File: src/rtl/prom_ctrl.sv
`timescale 1ns/1ps
module prom_ctrl #(
    parameter int ADDR_W = 11
) (
    input  logic              clk,
    input  logic              rst_n,
    input  logic [ADDR_W-1:0] addr,
    input  logic              ce_n,
    input  logic              prog_n,
    input  logic              vpp_hi,
    input  logic              erase_req,
    output logic              we,
    output logic              fill,
    output logic [ADDR_W-1:0] waddr,
    output logic              erase_done
);

    localparam int                DEPTH = 1 << ADDR_W;
    localparam logic [ADDR_W-1:0] LAST  = ADDR_W'(DEPTH - 1);

    typedef struct packed {
        logic              busy;
        logic              done;
        logic              strobe;
        logic [ADDR_W-1:0] ptr;
    } ctrl_t;

    ctrl_t st_d, st_q;

    always_comb begin
        st_d        = st_q;
        st_d.strobe = prog_n;
        we          = 1'b0;
        fill        = 1'b0;
        waddr       = addr;
        if (st_q.busy) begin
            // Fill in progress: one word per clock; strobe and requests ignored.
            we    = 1'b1;
            fill  = 1'b1;
            waddr = st_q.ptr;
            if (st_q.ptr == LAST) begin
                st_d.busy = 1'b0;
                st_d.done = 1'b1;
                st_d.ptr  = '0;
            end else begin
                st_d.ptr = st_q.ptr + 1'b1;
            end
        end else if (erase_req) begin
            st_d.busy = 1'b1;
            st_d.done = 1'b0;
            st_d.ptr  = '0;
        end else if (!st_q.strobe && prog_n && !ce_n && vpp_hi) begin
            we = 1'b1;
        end
    end

    always_ff @(posedge clk or negedge rst_n) begin
        if (!rst_n) begin
            st_q.busy   <= 1'b1;
            st_q.done   <= 1'b0;
            st_q.strobe <= 1'b1;
            st_q.ptr    <= '0;
        end else begin
            st_q <= st_d;
        end
    end

    assign erase_done = st_q.done;

endmodule

File: config.mk
export PLATFORM = sky130hd
export DESIGN_NAME = prom_ctrl
export DESIGN_NICKNAME = d
export VERILOG_FILES = /design/src/rtl/prom_ctrl.sv
export SDC_FILE = /design/constraint.sdc
export NUM_CORES = 1
export LEC_CHECK = 0
export ABC_AREA = 0
export BUFFER_PORTS_ARGS = -buffer_cell sky130_fd_sc_hd__buf_2
export CAP_MARGIN = 25
export CORE_MARGIN = 3
export CORE_UTILIZATION = 46
export DETAILED_ROUTE_END_ITERATION = 10
export HOLD_SLACK_MARGIN = 0.08
export PLACE_DENSITY = 0.75
export RECOVER_POWER = 50
export SKIP_CTS_REPAIR_TIMING = 1
export SYNTH_ARGS = -nofsm -noshare
export SYNTH_HDL_FRONTEND = slang
export SYNTH_SLANG_ARGS = --single-unit
File: constraint.sdc
create_clock -name clk -period 2 [get_ports clk]
set_clock_uncertainty 0.2 [all_clocks]
set_input_delay 0.4 -clock clk [delete_from_list [all_inputs] [get_ports clk]]
set_output_delay 0.4 -clock clk [all_outputs]
set_load 0.02 [all_outputs]
=== Yosys cells after proc, flatten, opt, wreduce, memory -nomap -nowiden ===
Index checks and enable logic that the tools add are counted.

* Word-level logic and storage cells: 25
* Input bits: 17
* Output and inout port bits: 14
* Bits in registers: 14

* $add $sub $neg: 1
* Multiplexer cells: 11
* Eq/ne operators: 2
* Reduce and logical (&&, ||, !) cells: 7

{| class="wikitable"
|+ Operators with widths
! cell !! number
|-
| 11-bit 2-to-1 mux || 4
|-
| 11-bit by 1-bit adder with 11-bit output, second input constant || 1
|-
| 11-bit equality test, second input constant || 1
|-
| 2-bit 2-to-1 mux || 3
|-
| 1-bit 2-to-1 mux || 4
|-
| 1-bit logical AND || 3
|-
| 1-bit logical NOT || 2
|-
| 2-bit by 1-bit inequality test with 1-bit output, second input constant || 1
|-
| 2-bit AND reduction || 1
|-
| 2-bit nonzero test || 1
|}

=== Logic depth before layout (Yosys ltp) ===
* Depth in word-level cells: 7
* Mapped depth: 6
* Depth with buffers taken out: 5

=== Worst setup path before layout ===
OpenSTA, ideal clock, no wires.

* Path type: register to output
* Start: register st_q[13] in the netlist's numbering
* End: output waddr[7]
* Cell stages (with the launch flop): 3
* Slack: 74 ps
* Data arrival time: 1326 ps
* Path buffers: 1
* Cell sequence: dfstp_2 -> clkbuf_1 -> mux2_2

* Longest elaborated chain between the ends: 1

{| class="wikitable"
|+ Ends and longest elaborated chain
! element !! line !! text
|-
| from (decl) || 28 || <nowiki>ctrl_t st_d, st_q;</nowiki>
|-
| from (signal assigned) || 64 || <nowiki>st_q <= st_d;</nowiki>
|-
| 11-bit 2-to-1 mux || 36 || <nowiki>if (st_q.busy) begin</nowiki>
|-
| to (decl) || 14 || <nowiki>output logic [ADDR_W-1:0] waddr,</nowiki>
|}

No other way between the ends.

=== Final worst setup path ===
* Start: register st_q[13] in the netlist's numbering
* End: output waddr[1]

Same word-level chain as after synthesis.

==> reports/qor.yml <==
required_ns: 1.40
route.vias.total: 891
nFillCells: 116
hpwlAfterDp_um: 1559
row_count: 14
ant_nets: 0
grt_antenna_before_repair: 0
core_um2: 1629
clock.fmax_mhz: 476.7
synth-edff-count: 0
portBuffers: 30
cp_slowest_cell: "dfstp_4"
cts-root-buf: "clkbuf_4"
die_area_um2: 2405
r2r_setup_slack_ns: 0.12
gp_congestion: 0.7722
syn_nets: 109
worstPathArrival_ns: 1.50
leakage_nw: 0.6004
nets: 151
start_kind: "register"
yosysTopAreaCell: "dfrtp_1"
hold_depth: 2
crit_fanout: 8
hold_end: "erase_done$_DFFE_PN0P_"
synth-adder-area-share_pct: 1.468
grt_max_degree: 18
min_path_type: "input port to register"
worstSetupPathType: "register to output port"
grt_usage_pct: 17.36
synth.most_common_cell: "o21ai_0"
synth.cells.most_frequent: "13 x o21ai_0, 12 x dfrtp_1, 11 x mux2_2, 7 x a21oi_1, 5 x nand2_1"
drt-total-wl_um: 2342
drt_iter0_drc: 37
slowest_delay_ns: 0.65
syn_area_um2: 852.1
syn2layout_area_growth_pct: 47.14
slew_violations: 0
clkTransAtPathRegs_ns: 0.07
fin_crit_ns: 2.098
cts_made_buffers: 3
tns_ns: -0.8769
timing.rr.start: "st_q[13]$_DFF_PN1_"
crit_start: "st_q[13]$_DFF_PN1_"
ys_seq_area_share_pct: 41.41
cts.htree.levels: 1
avgSynthCellArea_um2: 9.363
drive_gt1_share_pct: 43.18
yosys-top-cells-area: "dfrtp_1 35%, mux2_2 15%, o21ai_0 7.6%"
setup_ws_ns: -0.09759
irDropWorstVdd_mv: 0.8769
antenna_cells: 0
slew_headroom_pct: 50.55
endpoint_kind: "output port"
reg2reg_to: "st_q[8]$_DFFE_PN0P_"
violations: "negative setup slack"
power.total_mw: 1.340
synth-simple-area-share_pct: 16.74
post-route-period-util_pct: 104.9
finalSetupViolCount: 11
ys.flop_type: "dfrtp_1"
outcome: "complete, but fails checks"
cap_violations: 0
synth_compound_area_share_pct: 21.44
yosys_register_bits: 14
power.density_nw_per_um2: 1069
io_pins: 31
netlist_instances: 91
clock_latency_ns: 0.28
synthMuxAreaShare_pct: 14.54
drt_first_pass_iters: 4
grt_use_met3_pct: 4.893
met1_usage_pct: 21.07
dp_worst_setup_slack_ns: 0.1229
crit_path_cell_trace: "buf_6 -> mux2_4 -> buf_6"
synth_cell_types: 30
worstMarginPinSlew_ns: 0.7418
synth_top_area_share_pct: 35.24
hold_viol: 0
worstRegToRegCells: 5
drcViolationCount: 0
synthXorXnorAreaFrac_pct: 0
grt_pass1_wl_um: 3332
die_y_um: 49.04
async_reset_ff_share_pct: 100.0
via_per_inst: 5.712
hp-start: "erase_req"
cts_tree: "built"
cts_sinks: 14
cts_buffer_depth: 2
grt_pass1_vias: 790
post-route-util_pct: 76.96
start_util_pct: 52.30
die_w_um: 49.04
top_usage_layer: "met2"
wl_per_cell_um: 15.01
grt_remaining_overflow: 0
rsz0062_at_grt: "true"
critPathMostFrequentCell: "buf_6"
ys_warn_count: 0
synth_top_family_by_area: "compound AO/OA/AOI/OAI gates"
grt_util_met2_pct: 30.54
-- critical path, delay by kind of cell, from the launching register on --
family | cells | cell delay (ns)
buf+inv | 2 | 0.27
mux | 1 | 0.31
flops | 1 | 0.65
-- cell type report --
type | instances | area (um2) | area share, %
Multi-Input combinational cell | 68 | 503.0 | 40.12
Sequential cell | 14 | 356.6 | 28.44
Timing Repair Buffer | 41 | 319.1 | 25.45
Tap cell | 24 | 30.03 | 2.395
Clock buffer | 4 | 26.28 | 2.096
Inverter | 5 | 18.77 | 1.497
-- cell families after synthesis --
group	Yosys count
AO/OA/AOI/OAI	31
AND/OR/NAND/NOR	25
adder cells (fa/ha/maj)	1
buffers and inverters	9
multiplexers	11
flip-flops	14
-- how the worst max path moves through the flow --
stage	end	depth (start not counted)
detailed placement	waddr[8]	2
CTS	waddr[8]	2
finish	waddr[1]	3
global placement	waddr[8]	2
floorplan	waddr[7]	2
global route	waddr[10]	3
-- cells in the final DEF (no fill, tap or decap), drive strengths merged, types with 3 or more instances in the layout --
cell	Yosys	final
nor2	4	4
nand3	4	4
inv	4	5
clkbuf	2	5
o21ai	13	13
nand4	5	5
dfrtp	12	12
a31oi	3	3
nand2	5	5
a21oi	7	7
buf	2	38
mux2	11	11
-- metrics by stage --
step	hold WS (ns)	instances	cell area, um2
finish	0.2026	156	1254
global placement	0.1091	145	1044
floorplan	-0.09559	91	852.1
global route	0.2097	156	1254
detailed placement	0.1067	145	1044
CTS	-0.2054	149	1070
-- registers in the layout, summed over array words and instances, names as in the netlist --
name        flops
st_q           13
erase_done      1
-- per-layer routing --
layer  share of wire (%)  up-vias
met5                   0        -
met4                   0        0
met3                 5.2        0
met2                  52       27
met1                  43      432
li1                    -      432
-- power by group --
part	leakage, nW	total [mW]	internal (mW)	switching (mW)
Sequential	0.165	0.525	0.369	0.156
Combinational	0.421	0.652	0.358	0.294
Clock	0.0150	0.163	0.0773	0.0855
(Power assumes the default switching activity.)
